File: src/rtl/ivt_pkg.sv
package ivt_pkg;
  localparam int unsigned IVT_BYTE_W = 8;
  localparam int unsigned IVT_AW     = 3;

  typedef enum logic [IVT_AW-1:0] {
    A_CTRL   = 3'd0,
    A_CNT_LO = 3'd1,
    A_CNT_HI = 3'd2,
    A_RLD_LO = 3'd3,
    A_RLD_HI = 3'd4,
    A_PER_LO = 3'd5,
    A_PER_HI = 3'd6,
    A_SPARE  = 3'd7
  } ivt_addr_e;

  localparam int unsigned CB_RUN   = 0;
  localparam int unsigned CB_ZERO  = 1;
  localparam int unsigned CB_IRQEN = 3;
endpackage

File: src/rtl/ivt_prescaler.sv
module ivt_prescaler #(
  parameter int unsigned PER_W = 16
) (
  input  logic             clk,
  input  logic             rst_n,
  input  logic             run,
  input  logic [PER_W-1:0] period,
  output logic             tick
);
  logic [PER_W-1:0] phase_q;
  logic [PER_W:0]   phase_next;

  assign phase_next = {1'b0, phase_q} + (PER_W+1)'(1);
  // period 0 and 1 both tick on every enabled edge
  assign tick = run && (phase_next >= {1'b0, period});

  always_ff @(posedge clk or negedge rst_n) begin
    if (!rst_n) begin
      phase_q <= '0;
    end else if (run) begin
      if (tick) phase_q <= '0;
      else      phase_q <= phase_next[PER_W-1:0];
    end
  end
endmodule

File: src/rtl/ivt_counter.sv
module ivt_counter #(
  parameter int unsigned CNT_W   = 16,
  parameter logic [CNT_W-1:0] CNT_RST = '1
) (
  input  logic             clk,
  input  logic             rst_n,
  input  logic             tick,
  input  logic [CNT_W-1:0] reload,
  output logic [CNT_W-1:0] count,
  output logic             zero_hit
);
  logic [CNT_W-1:0] count_q;

  // a step from 1 or from 0 would land on zero: reload instead
  assign zero_hit = tick && (count_q <= CNT_W'(1));
  assign count    = count_q;

  always_ff @(posedge clk or negedge rst_n) begin
    if (!rst_n) begin
      count_q <= CNT_RST;
    end else if (tick) begin
      if (zero_hit) count_q <= reload;
      else          count_q <= count_q - CNT_W'(1);
    end
  end
endmodule

File: src/rtl/ivt_regs.sv
module ivt_regs
  import ivt_pkg::*;
#(
  parameter int unsigned CNT_W = 16,
  parameter int unsigned PER_W = 16,
  parameter logic [IVT_BYTE_W-1:0] CTRL_RST = 8'hE4,
  parameter logic [CNT_W-1:0] RLD_RST = '1,
  parameter logic [PER_W-1:0] PER_RST = PER_W'(2000)
) (
  input  logic                  clk,
  input  logic                  rst_n,
  input  logic                  wr,
  input  logic [IVT_AW-1:0]     addr,
  input  logic [IVT_BYTE_W-1:0] wdata,
  input  logic                  zero_hit,
  input  logic [CNT_W-1:0]      count,
  output logic [IVT_BYTE_W-1:0] ctrl,
  output logic [CNT_W-1:0]      reload,
  output logic [PER_W-1:0]      period,
  output logic [IVT_BYTE_W-1:0] rdata
);
  localparam int unsigned RLD_BYTES = CNT_W / IVT_BYTE_W;
  localparam int unsigned PER_BYTES = PER_W / IVT_BYTE_W;

  logic [IVT_BYTE_W-1:0] ctrl_q, ctrl_d;
  logic [CNT_W-1:0]      reload_q;
  logic [PER_W-1:0]      period_q;
  logic                  ctrl_wr;

  assign ctrl_wr = wr && (ivt_addr_e'(addr) == A_CTRL);

  always_comb begin
    ctrl_d = ctrl_q;
    if (ctrl_wr) begin
      ctrl_d          = wdata;
      ctrl_d[CB_ZERO] = ctrl_q[CB_ZERO] & ~wdata[CB_ZERO];
    end
    // hardware set wins over a simultaneous software clear
    if (zero_hit) ctrl_d[CB_ZERO] = 1'b1;
  end

  always_ff @(posedge clk or negedge rst_n) begin
    if (!rst_n) ctrl_q <= CTRL_RST;
    else        ctrl_q <= ctrl_d;
  end

  for (genvar b = 0; b < RLD_BYTES; b++) begin : g_rld
    always_ff @(posedge clk or negedge rst_n) begin
      if (!rst_n)
        reload_q[b*IVT_BYTE_W +: IVT_BYTE_W] <= RLD_RST[b*IVT_BYTE_W +: IVT_BYTE_W];
      else if (wr && (addr == IVT_AW'(A_RLD_LO) + IVT_AW'(b)))
        reload_q[b*IVT_BYTE_W +: IVT_BYTE_W] <= wdata;
    end
  end

  for (genvar b = 0; b < PER_BYTES; b++) begin : g_per
    always_ff @(posedge clk or negedge rst_n) begin
      if (!rst_n)
        period_q[b*IVT_BYTE_W +: IVT_BYTE_W] <= PER_RST[b*IVT_BYTE_W +: IVT_BYTE_W];
      else if (wr && (addr == IVT_AW'(A_PER_LO) + IVT_AW'(b)))
        period_q[b*IVT_BYTE_W +: IVT_BYTE_W] <= wdata;
    end
  end

  always_comb begin
    unique case (ivt_addr_e'(addr))
      A_CTRL:   rdata = ctrl_q;
      A_CNT_LO: rdata = count[7:0];
      A_CNT_HI: rdata = count[15:8];
      A_RLD_LO: rdata = reload_q[7:0];
      A_RLD_HI: rdata = reload_q[15:8];
      A_PER_LO: rdata = period_q[7:0];
      A_PER_HI: rdata = period_q[15:8];
      default:  rdata = '0;
    endcase
  end

  assign ctrl   = ctrl_q;
  assign reload = reload_q;
  assign period = period_q;
endmodule

File: src/rtl/ivt_top.sv
module ivt_top
  import ivt_pkg::*;
#(
  parameter int unsigned IRQ_LVL_W = 4,
  parameter int unsigned IRQ_LEVEL = 1
) (
  input  logic                  clk,
  input  logic                  rst_n,
  input  logic                  reg_wr,
  input  logic [IVT_AW-1:0]     reg_addr,
  input  logic [IVT_BYTE_W-1:0] reg_wdata,
  output logic [IVT_BYTE_W-1:0] reg_rdata,
  output logic                  irq_req,
  output logic [IRQ_LVL_W-1:0]  irq_level
);
  localparam int unsigned CNT_W = 2 * IVT_BYTE_W;
  localparam int unsigned PER_W = 2 * IVT_BYTE_W;

  logic [IVT_BYTE_W-1:0] ctrl_q;
  logic [CNT_W-1:0]      reload_q;
  logic [CNT_W-1:0]      count_q;
  logic [PER_W-1:0]      period_q;
  logic                  tick;
  logic                  zero_hit;
  logic                  irq_q;

  ivt_prescaler #(.PER_W(PER_W)) u_pre (
    .clk    (clk),
    .rst_n  (rst_n),
    .run    (ctrl_q[CB_RUN]),
    .period (period_q),
    .tick   (tick)
  );

  ivt_counter #(.CNT_W(CNT_W), .CNT_RST('1)) u_cnt (
    .clk      (clk),
    .rst_n    (rst_n),
    .tick     (tick),
    .reload   (reload_q),
    .count    (count_q),
    .zero_hit (zero_hit)
  );

  ivt_regs #(
    .CNT_W    (CNT_W),
    .PER_W    (PER_W),
    .CTRL_RST (8'hE4),
    .RLD_RST  ('1),
    .PER_RST  (PER_W'(2000))
  ) u_regs (
    .clk      (clk),
    .rst_n    (rst_n),
    .wr       (reg_wr),
    .addr     (reg_addr),
    .wdata    (reg_wdata),
    .zero_hit (zero_hit),
    .count    (count_q),
    .ctrl     (ctrl_q),
    .reload   (reload_q),
    .period   (period_q),
    .rdata    (reg_rdata)
  );

  always_ff @(posedge clk or negedge rst_n) begin
    if (!rst_n) irq_q <= 1'b0;
    else        irq_q <= zero_hit && ctrl_q[CB_IRQEN];
  end

  assign irq_req   = irq_q;
  assign irq_level = IRQ_LVL_W'(IRQ_LEVEL);
endmodule

File: config.mk
export PLATFORM = sky130hd
export DESIGN_NAME = ivt_top
export DESIGN_NICKNAME = d
export VERILOG_FILES = /design/src/rtl/ivt_pkg.sv /design/src/rtl/ivt_prescaler.sv /design/src/rtl/ivt_counter.sv /design/src/rtl/ivt_regs.sv /design/src/rtl/ivt_top.sv
export SDC_FILE = /design/constraint.sdc
export NUM_CORES = 1
export LEC_CHECK = 0
export ABC_AREA = 1
export BUFFER_PORTS_ARGS = -buffer_cell sky130_fd_sc_hd__buf_2
export CORE_MARGIN = 2
export CORE_UTILIZATION = 40
export DETAILED_ROUTE_END_ITERATION = 10
export PLACE_DENSITY = 0.67
export SETUP_SLACK_MARGIN = 0.15
export SLEW_MARGIN = 40
export SYNTH_ARGS = -nofsm -noshare
export SYNTH_HDL_FRONTEND = slang
export SYNTH_SLANG_ARGS = --single-unit
File: constraint.sdc
create_clock -name clk -period 8.6 [get_ports clk]
set_clock_uncertainty 0.1 [all_clocks]
set_input_delay 0.43 -clock clk [delete_from_list [all_inputs] [get_ports clk]]
set_output_delay 0.43 -clock clk [all_outputs]
set_load 0.02 [all_outputs]
### Word-level counts from Yosys, hierarchy flattened

Index checks and enable logic that the tools add are counted.

| operators by class | value |
|---|---|
| $add $sub $neg | 2 |
| order comparisons | 2 |
| equality and inequality tests | 6 |
| muxes and demuxes | 5 |
| bitwise operators | 2 |
| reduce and logical (&&, ||, !) cells | 10 |

Operators by type and width:

| operator | number |
|---|---|
| $pmux W8 S7 | 1 |
| $mux W16 | 2 |
| $add A16 B1 Y17 const B | 1 |
| $ge A17 B16 Y1 | 1 |
| $le A16 B1 Y1 const B | 1 |
| $sub A16 B1 Y16 const B | 1 |
| $eq A3 B3 Y1 const B | 3 |
| $logic_and A1 B1 Y1 | 8 |
| $eq A3 B2 Y1 const B | 2 |
| $eq A3 B1 Y1 const B | 1 |
| $logic_not A3 Y1 | 1 |
| $mux W2 | 1 |
| $reduce_bool A2 Y1 | 1 |
| $and A1 B1 Y1 | 1 |
| $mux W1 | 1 |
| $not A1 Y1 | 1 |

| word-level totals | value |
|---|---|
| flip-flop bits (word level) | 73 |
| input bits | 14 |
| word-level logic and storage cells | 36 |

### Depth between registers and ports, before layout

Gate-level depths: netlist of run 1.

| depth | value |
|---|---|
| depth in word-level cells | 5 |
| mapped depth | 21 |
| gate-level depth less buffers | 20 |

### By module

A second synthesis of run 1 with hierarchy kept.

| second synthesis, totals | value |
|---|---|
| cell total of the unflattened synthesis | 750 |
| area, all modules | 5,378.9 um2 |

By module, submodules not included:

| module | instances | cells an instance | area an instance (um2) | seq. area each (um2) |
|---|---|---|---|---|
| ivt_regs | 1 | 286 | 2,235.9 | 1,033.5 |
| ivt_prescaler | 1 | 243 | 1,631.6 | 400.4 |
| ivt_counter | 1 | 212 | 1,441.4 | 420.4 |
| ivt_top | 1 | 9 | 70.1 | 25.0 |

### Worst setup path after synthesis of run 1

OpenSTA, ideal clock, no wires.

| timing path | value |
|---|---|
| path type | register -> register |
| from | reg u_pre.phase_q[0] |
| to | reg u_cnt.count_q[12] (netlist: u_cnt.count[12]) |
| arrival | 2,546 ps |
| required time | 8,428 ps |
| path slack | 5,882 ps |
| cell stages (with the launch flop) | 22 |
| path buffers | 1 |
| cell sequence | dfrtp_1 > ha_1 > nand2_1 > nor2_1 > nand2_1 > nor3_1 > nand3_1 > xnor2_1 > ha_1 > nand2_1 > inv_1 > nand2_1 > nor2_1 > nand2_1 > nand3_1 > nor2_2 > nand2_4 > nand2_4 > buf_6 > nand2_1 > nand2_1 > inv_1 |

| between the ends | value |
|---|---|
| word-level cells in the longest chain between the ends | 5 |

Ends and longest elaborated chain:

| what | line | source |
|---|---|---|
| start, declared | ivt_prescaler.sv:10 | `logic [PER_W-1:0] phase_q;` |
| start signal, assigned | ivt_prescaler.sv:22 | `else phase_q <= phase_next[PER_W-1:0];` |
| $add A16 B1 Y17 * | ivt_prescaler.sv:13 | `assign phase_next = {1'b0, phase_q} + (PER_W+1)'(1);` |
| $ge A17 B16 Y1 * | ivt_prescaler.sv:15 | `assign tick = run && (phase_next >= {1'b0, period});` |
| $logic_and A1 B1 Y1 * | ivt_prescaler.sv:15 |  |
| $logic_and A1 B1 Y1 | ivt_counter.sv:15 | `assign zero_hit = tick && (count_q <= CNT_W'(1));` |
| $mux W16 | ivt_counter.sv:22 | `if (zero_hit) count_q <= reload;` |
| end signal, assigned | ivt_counter.sv:22 |  |
| end signal, assigned | ivt_counter.sv:23 | `else count_q <= count_q - CNT_W'(1);` |
| end, declared | ivt_counter.sv:12 | `logic [CNT_W-1:0] count_q;` |

Every way passes the cells marked *; elsewhere a longest branch is shown, timed or not.
A chain may end at the register's enable or synchronous reset.

### Final worst setup path of run 1

| timing path | value |
|---|---|
| from | reg u_pre.phase_q[0] |
| to | reg u_pre.phase_q[2] |

| between the ends | value |
|---|---|
| word-level cells in the longest chain between the ends | 4 |

Ends and longest elaborated chain:

| what | line | source |
|---|---|---|
| $add A16 B1 Y17 * | ivt_prescaler.sv:13 |  |
| $ge A17 B16 Y1 | ivt_prescaler.sv:15 |  |
| $logic_and A1 B1 Y1 | ivt_prescaler.sv:15 |  |
| $mux W16 * | ivt_prescaler.sv:21 | `if (tick) phase_q <= '0;` |

Marked as above.

==> results.toml, run 1 <==
[outcome]
status = "complete, but fails checks"
violations = "design-rule violations"

[synthesis]
synth_top_area_share_pct = 23.20
synth_adder_area_share_pct = 4.999
synth_edf_count = 0
synth_compound_area_share_pct = 11.89
synthArstFlopShare_pct = 100.0
syn_inst = 663
synth_xor_area_share_pct = 2.578
synth_top_area_cell = "dfstp_2"
synth_area_um2 = 4756
synthSimpleGateAreaFrac_pct = 29.94
yosysMostFrequentCell = "nand2_1"
yosys-top-cells-area = "dfstp_2 (23%), nand2_1 (17%), dfrtp_1 (16%)"
synthTopCellsByCount = "nand2_1 (215), inv_1 (109), o21ai_0 (57), dfstp_2 (42), nor2_1 (38)"
synth_top_family_by_area = "simple AND/OR/NAND/NOR gates"
yosys_warnings = 0
seq_area_frac_synth_pct = 39.52
synth.avg_cell_area_um2 = 7.173
yosys_register_bits = 73
synthMuxAreaShare_pct = 0.2105
ys.flop_type = "dfstp_2"
yosysUniqueCellTypes = 37

[layout]
area_growth_pct = 11.44
n_fill_cell = 1156
n_antenna_cell = 0
nets = 715
final_layout_size_suffix_gt1_share_pct = 15.28

[power_and_ir_drop]
internal-power_uw = 936.7
seqPwrFrac_pct = 34.9
ir_drop_v = 0.0002001
p_sw_uw = 650.7
powerDensity_nw_per_um2 = 299.5
p_clk_share_pct = 26.1
cellLeakagePower_uw = 0.002787
pwr-share-comb_pct = 39.0
finalPower_uw = 1587
switching_share_pct = 40.99

[critical_path]
reg2reg_depth = 19
worst_setup_path_start_kind = "flip-flop"
cp-end-kind = "flip-flop"
critical_path.max_fanout = 10
reg2reg_from = "u_pre.phase_q[0]$_DFFE_PN0P_"
arrival_ps = 3400
critPathKind = "flip-flop to flip-flop"
reg2reg_slack_ps = 5370
required_ps = 8770
rr_endpoint = "u_pre.phase_q[2]$_DFFE_PN0P_"

[worst_hold_path]
min_path_type = "input port to asynchronous set/reset pin"

[floorplan]
rows = 39
die_h_um = 113.0
io-pin-count = 27
die_x_um = 113.0
coreArea_um2 = 11520
dieArea_um2 = 12780
initial_core_util_pct = 41.30

[cts]
cts-root-buf = "clkbuf_16"
clock_latency_ps = 330
clkTransAtPathRegs_ps = 60
cts_buffers = 9
cts_tree = "done"
cts_resized = 0
clockBufferDepth = 2
cts_sinks = 73
cts_hold_buf = 0
htree_num_levels = 3
cts_setup_buffers = 0

[place]
hpwl_um = 9242
place_ws_ps = 5499
gp_congestion = 0.9708
numPortBuffers = 22

[global_routing]
grt_pass1_vias = 3977
grt_pass1_wl_um = 20060
grt_max_degree = 74
grt_use_total_pct = 19.75
antenna_found_initial = 0
grt_overflow = 0

[sta]
relSlewSlack_pct = 43.86
timing.final.crit_share_pct = 37.56
finalHoldViolations = 0
fin_crit_ps = 3230
worst_pin_slew_ps = 842.0
slew_violations = 0
fin_ws_ps = 5370
final-setup-viol-count = 0
fin_setup_tns_ps = 0
maxClockFrequency_mhz = 309.6
rsz0062_at_grt = "false"

[run]
cap_violations = 0

[routing]
drtPass1Iterations = 8
routed_wl_um = 12430
ant_nets = 0
vias = 4410
drt_iter0_drc = 341
drc = 1
vias_per_cell = 5.313
routedWlPerCell_um = 14.97
[layout by cell type, fill, tap and decap left out, drive strengths merged, types with 4 or more instances in the layout]
master	instances
buf	23
o22ai	17
xnor2	5
dfrtp	31
nand4	13
o21ai	62
xor2	9
nand2	219
nand3	37
dfstp	42
nor2	49
nor3	5
conb	4
inv	109
a21oi	13
clkbuf	12
a221oi	6
ha	19
[cells by family after synthesis]
family | count (synthesis)
other | 2
and+or+nand+nor | 326
muxes | 1
DFF | 73
xor gates and xnor gates | 14
AOI/OAI and AO/OA | 101
adders and majority gates | 19
buffers and inverters | 127
[through the flow]
step	instance area [um2]	hold WS [ps]	util, %	instances
finish	5300	108.6	46.02	830
detailed placement	4967	375.6	43.13	814
global route	5300	169.5	46.02	830
global placement	4964	369.9	43.10	814
floorplan	4763	34.41	-	665
CTS	5300	140.0	46.02	830
[power by group through the flow]
stage | registers (uW) | clock network (uW) | logic [uW]
final | 554 | 414 | 619
after global routing | 564 | 431 | 706
after CTS | 551 | 420 | 612
after detailed placement | 556 | 0 | 607
after global placement | 553 | 0 | 594
after floorplan | 511 | 0 | 480
[area by class of cell]
| class | instances | area, um2 | share of cell area [%] |
|---|---|---|---|
| Inverter | 110 | 412.9 | 7.790 |
| Clock buffer | 12 | 256.5 | 4.839 |
| Clock inverter | 4 | 76.32 | 1.440 |
| Multi-Input combinational cell | 465 | 2375 | 44.81 |
| Sequential cell | 73 | 1879 | 35.46 |
| Tap cell | 143 | 178.9 | 3.376 |
| Timing Repair Buffer | 23 | 121.4 | 2.290 |
[metal layers]
layer  vias to the layer above  wire length (um)  track usage [%]
met4                         0               335            8.618
met5                         -                 0                0
li1                       2139                 -                -
met2                       147              5666            30.54
met3                        25               630            1.928
met1                      2099              5795            28.26
[state kept, by name, summed over array words and instances, names as in the netlist]
signal,cells
u_regs.reload,16
u_regs.ctrl,8
u_regs.period,16
irq_req,1
u_pre.phase_q,16
u_cnt.count,16
[worst max-delay path, stage by stage (launching register included)]
cell and delay, ps:
dfrtp_1 410, ha_1 200, nand2_1 90, nor2_1 100, nand2_1 80, nor3_1 270
nand3_1 140, xnor2_1 210, ha_1 280, nand2_1 120, inv_1 60, nand2_1 60
nor2_1 40, nand2_1 60, nand3_1 80, nor2_2 200, nand3_2 240, inv_1 290
nand2_1 80, nand2_1 70
[worst max path at each step]
stage | from | endpoint | slack [ps] | cells after the start
3_3_place_gp | u_pre.phase_q[0]$_DFFE_PN0P_ | u_pre.phase_q[15]$_DFFE_PN0P_ | 5560 | 19
5_1_grt | u_pre.phase_q[0]$_DFFE_PN0P_ | u_pre.phase_q[12]$_DFFE_PN0P_ | 5050 | 19
3_5_place_dp | u_pre.phase_q[0]$_DFFE_PN0P_ | u_pre.phase_q[2]$_DFFE_PN0P_ | 5500 | 19
4_1_cts | u_pre.phase_q[0]$_DFFE_PN0P_ | u_pre.phase_q[14]$_DFFE_PN0P_ | 5420 | 19
2_1_floorplan | u_pre.phase_q[0]$_DFFE_PN0P_ | u_cnt.count[12]$_DFFE_PN1P_ | 5880 | 21
6_report | u_pre.phase_q[0]$_DFFE_PN0P_ | u_pre.phase_q[2]$_DFFE_PN0P_ | 5370 | 19
(Power assumes the default switching activity.)
==> run 2: changes to the inputs <==
clock period = 3.2 ns   (was 8.6 ns; I/O delays follow)
==> results.toml, run 2 (synthesis results as in run 1) <==
[outcome]
status = "complete, but fails checks"
violations = "design-rule violations"

[layout]
nets = 732
final_layout_size_suffix_gt1_share_pct = 20.88
final_common_cell = "nand2_1"
area_growth_pct = 17.89
final_cell_mix = "nand2_1 (211), inv_1 (107), o21ai_0 (57)"
n_antenna_cell = 0

[routing]
ant_nets = 0
vias_per_cell = 5.292
routedWlPerCell_um = 15.61
vias = 4482
drc = 1
drt_iter0_drc = 432
drtPass1Iterations = 8
routed_wl_um = 13220

[floorplan]
initial_core_util_pct = 41.30
die_h_um = 113.0
io-pin-count = 27
coreArea_um2 = 11520
die_x_um = 113.0
dieArea_um2 = 12780
rows = 39

[critical_path]
critPathSlowestCell = "dfrtp_1"
required_ps = 3390
path_common_cell = "nand2_1"
crit_path_max_incr_delay_ps = 380
arrival_ps = 3190
reg2reg_depth = 18
rr_endpoint = "u_cnt.count[5]$_DFFE_PN1P_"
critical_path.max_fanout = 6
reg2reg_slack_ps = 200
crit_chain = "ha_2 -> nand2_2 -> nor2_2 -> nand2_2 -> nor3_4 -> nand3_2 -> xnor2_2 -> ha_1 -> nand2_1 -> nand2_1 -> a21oi_2 -> nand3_2 -> nor2_4 -> nand2_4 -> clkbuf_16 -> nand3_1 -> nand2_1 -> inv_1"
worst_setup_path_start_kind = "flip-flop"
reg2reg_from = "u_pre.phase_q[0]$_DFFE_PN0P_"
cp-end-kind = "flip-flop"
critPathKind = "flip-flop to flip-flop"

[sta]
worst_pin_slew_ps = 665.5
rsz0062_at_grt = "true"
timing.final.crit_share_pct = 93.77
fin_crit_ps = 3000
fin_setup_tns_ps = 0
slew_violations = 0
final-setup-viol-count = 0
maxClockFrequency_mhz = 333.3
finalHoldViolations = 0
fin_ws_ps = 199.5
relSlewSlack_pct = 55.63

[global_routing]
grt_pass1_vias = 4070
antenna_found_initial = 0
grt_pass1_wl_um = 20960
grt_use_total_pct = 20.94
grt_max_degree = 53
grt_overflow = 0

[cts]
cts_tree = "done"
cts-root-buf = "clkbuf_16"
htree_num_levels = 3
clkTransAtPathRegs_ps = 60
clockBufferDepth = 2
clock_latency_ps = 350
cts_sinks = 73
cts_buffers = 9

[power_and_ir_drop]
switching_share_pct = 42.65
pwr-share-comb_pct = 41.9
p_sw_uw = 1821
internal-power_uw = 2449
ir_drop_v = 0.0004026
p_clk_share_pct = 23.7
powerDensity_nw_per_um2 = 761.7
cellLeakagePower_uw = 0.002907
seqPwrFrac_pct = 34.4

[worst_hold_path]
min_path_type = "input port to flip-flop"
worstHoldStart = "reg_wdata[4]"
hold_depth = 3
hold_end = "u_regs.reload[12]$_DFFE_PN1P_"

[place]
place_ws_ps = 31.22
gp_congestion = 0.9328
hpwl_um = 9293
numPortBuffers = 22

[run]
cap_violations = 0
[run 2: worst max-delay path, delay by kind of cell, from the launching register on]
family	cells	cell delay (ps)
compound gates	1	140
fa+ha+maj	2	530
xor+xnor	1	170
flops	1	380
buf+inv	2	240
simple gates	12	1370
[run 2: power by group through the flow]
| stage | Combinational, uW | Clock, uW | Sequential, uW |
|---|---|---|---|
| 2_1_floorplan | 1290 | 0 | 1370 |
| 3_3_place_gp | 1610 | 0 | 1470 |
| 3_5_place_dp | 1650 | 0 | 1470 |
| 4_1_cts | 1660 | 1030 | 1460 |
| 5_1_grt | 2060 | 1060 | 1500 |
| 6_report | 1790 | 1010 | 1470 |
[run 2: metrics by stage]
stage                     std cells  instance area (um2)  power [uW]  hold WS [ps]  utilization, %
final                           847                 5607        4271         20.83           48.69
after global routing            847                 5607        4616         46.63           48.69
after CTS                       834                 5309        4152         17.88           46.10
after detailed placement        817                 4986        3121         62.59           43.30
after global placement          817                 4986        3074         47.58           43.30
after floorplan                 665                 4763        2664        -235.6               -
[run 2: worst max-delay path by stage]
stage	from	end	slack (ps)	cells after the start
after global placement	u_pre.phase_q[0]$_DFFE_PN0P_	u_pre.phase_q[1]$_DFFE_PN0P_	200	19
final	u_pre.phase_q[0]$_DFFE_PN0P_	u_cnt.count[5]$_DFFE_PN1P_	200	18
after floorplan	u_pre.phase_q[0]$_DFFE_PN0P_	u_cnt.count[12]$_DFFE_PN1P_	480	21
after global routing	u_pre.phase_q[0]$_DFFE_PN0P_	u_cnt.count[5]$_DFFE_PN1P_	10	20
after CTS	u_pre.phase_q[0]$_DFFE_PN0P_	u_cnt.count[9]$_DFFE_PN1P_	170	20
after detailed placement	u_pre.phase_q[0]$_DFFE_PN0P_	u_pre.phase_q[2]$_DFFE_PN0P_	30	19
[run 2: metal layers]
metal	routed length [um]	up-vias	track usage, %
met5	0	-	0
met4	478	0	10.41
met3	894	30	2.464
met2	6018	182	31.10
met1	5827	2088	30.26
li1	-	2182	-
[run 2: timing repair]
item	in CTS	in global routing
setup buffers	0	10
endpoints found under the setup margin	18	34
hold buffers	1	0
gates cloned	0	3
gates resized for setup	3	34
hold endpoints to repair	1	0
pin swaps	0	15
[run 2: area by class of cell]
cell class	count	area, um2
Sequential cell	73	1879
Tap cell	143	178.9
Clock inverter	5	36.28
Multi-Input combinational cell	467	2570
Clock buffer	11	264.0
Inverter	110	415.4
Timing Repair Buffer	38	262.8
Fill cell	1101	5909
==> run 3: changes to the inputs <==
PLACE_DENSITY = 0.6   (was 0.67)
REMOVE_ABC_BUFFERS = 1   (was default)
==> results.toml, run 3 (synthesis results as in run 1) <==
[cts]
cts_buffers = 9
clockBufferDepth = 2
cts_sinks = 73
clock_latency_ps = 340
clkTransAtPathRegs_ps = 60
htree_num_levels = 3
cts_tree = "done"
cts-root-buf = "clkbuf_16"

[sta]
slew_violations = 0
timing.final.crit_share_pct = 90.09
worst_pin_slew_ps = 784.0
relSlewSlack_pct = 47.73
finalHoldViolations = 0
fin_setup_tns_ps = 0
maxClockFrequency_mhz = 346.9
rsz0062_at_grt = "false"
fin_crit_ps = 2883
final-setup-viol-count = 0
fin_ws_ps = 317.0

[critical_path]
required_ps = 3390
critPathKind = "flip-flop to flip-flop"
rr_endpoint = "u_cnt.count[14]$_DFFE_PN1P_"
cp-end-kind = "flip-flop"
reg2reg_slack_ps = 320
critical_path.max_fanout = 6
reg2reg_from = "u_pre.phase_q[0]$_DFFE_PN0P_"
reg2reg_depth = 18
arrival_ps = 3070
worst_setup_path_start_kind = "flip-flop"

[routing]
drc = 2
routedWlPerCell_um = 15.63
vias = 4390
vias_per_cell = 5.208
drt_iter0_drc = 293
routed_wl_um = 13180
ant_nets = 0
drtPass1Iterations = 8

[floorplan]
coreArea_um2 = 11520
die_h_um = 113.0
die_x_um = 113.0
dieArea_um2 = 12780
rows = 39
io-pin-count = 27
initial_core_util_pct = 41.30

[global_routing]
grt_use_met1_pct = 31.29
antenna_found_initial = 0
grt_overflow = 0
grt_use_total_pct = 21.10
use_met3_pct = 2.732
grt_max_degree = 74
grtUsageMet2_pct = 32.26
top_usage_layer = "met2"
grt_pass1_wl_um = 21060
grt_pass1_vias = 3992

[worst_hold_path]
min_path_type = "input port to flip-flop"
hold_end = "u_regs.reload[12]$_DFFE_PN1P_"
worstHoldStart = "reg_wdata[4]"
hold_depth = 3

[layout]
final_layout_size_suffix_gt1_share_pct = 18.43
n_antenna_cell = 0
final_common_cell = "nand2_1"
area_growth_pct = 14.65
nets = 728
final_cell_mix = "nand2_1 (213), inv_1 (108), o21ai_0 (56)"

[outcome]
violations = "design-rule violations"
status = "complete, but fails checks"

[place]
place_ws_ps = 198.5
gp_congestion = 0.8734
hpwl_um = 9584
numPortBuffers = 22

[power_and_ir_drop]
pwr-share-comb_pct = 41.6
cellLeakagePower_uw = 0.002858
switching_share_pct = 42.79
p_sw_uw = 1777
seqPwrFrac_pct = 35.8
internal-power_uw = 2376
powerDensity_nw_per_um2 = 761.8
ir_drop_v = 0.0003681
p_clk_share_pct = 22.6

[run]
cap_violations = 0
==> run 3: worst max-delay path, cell delays in order, from the launching register on <==
cell and delay, ps:
dfrtp_1 410, ha_2 210, nand2_2 80, nor2_1 110, nand2_1 100, nor3_2 170, nand3_1 150, xnor2_2 170
ha_1 300, nand2_1 70, nand2_1 60, a21oi_2 150, nand3_2 110, nor2_4 140, nand2_4 140, clkbuf_16 190
nand3_1 70, nand2_1 50, inv_1 50
==> run 3: layout make-up <==
| class | instances | area [um2] |
|---|---|---|
| Clock inverter | 6 | 33.78 |
| Clock buffer | 10 | 239.0 |
| Tap cell | 143 | 178.9 |
| Fill cell | 1162 | 6063 |
| Sequential cell | 73 | 1879 |
| Inverter | 110 | 412.9 |
| Multi-Input combinational cell | 466 | 2459 |
| Timing Repair Buffer | 35 | 250.2 |
==> run 3: how the worst max path moves through the flow <==
stage / cells after the start / end / slack (ps) / from
global placement: 19 / u_pre.phase_q[9]$_DFFE_PN0P_ / 330 / u_pre.phase_q[0]$_DFFE_PN0P_
global route: 20 / u_cnt.count[8]$_DFFE_PN1P_ / 140 / u_pre.phase_q[0]$_DFFE_PN0P_
finish: 18 / u_cnt.count[14]$_DFFE_PN1P_ / 320 / u_pre.phase_q[0]$_DFFE_PN0P_
CTS: 18 / u_pre.phase_q[8]$_DFFE_PN0P_ / 210 / u_pre.phase_q[0]$_DFFE_PN0P_
detailed placement: 18 / u_pre.phase_q[8]$_DFFE_PN0P_ / 200 / u_pre.phase_q[0]$_DFFE_PN0P_
floorplan: 19 / u_pre.phase_q[14]$_DFFE_PN0P_ / 480 / u_pre.phase_q[0]$_DFFE_PN0P_
==> run 3: per-stage QoR <==
step | hold WS [ps] | util [%] | std cells | area, um2 | power, uW
floorplan | -235.6 | - | 648 | 4667 | 2675
global placement | 260.3 | 43.45 | 819 | 5004 | 3106
detailed placement | 130.1 | 43.48 | 819 | 5007 | 3140
CTS | 28.13 | 45.94 | 836 | 5290 | 4104
global route | 64.75 | 47.35 | 843 | 5453 | 4504
finish | 28.67 | 47.35 | 843 | 5453 | 4154
==> run 3: power groups by stage <==
| stage | Sequential [uW] | Clock, uW | Combinational (uW) |
|---|---|---|---|
| after floorplan | 1400 | 0 | 1270 |
| after global placement | 1480 | 0 | 1620 |
| after detailed placement | 1490 | 0 | 1650 |
| after CTS | 1470 | 956 | 1670 |
| after global routing | 1510 | 1010 | 1980 |
| final | 1490 | 939 | 1730 |
==> run 3: per-layer routing <==
| metal | share of wire, % | wire length, um |
|---|---|---|
| met5 | 0 | 0 |
| met4 | 1.7 | 223 |
| met3 | 5.7 | 757 |
| met2 | 45 | 5943 |
| met1 | 47 | 6255 |
==> run 3: timing repair <==
item                       in CTS  in global routing
setup buffers                   0                  5
setup endpoints to repair       0                 34
hold endpoints to repair       31                  0
gates resized for setup         0                 19
hold buffers                    1                  0
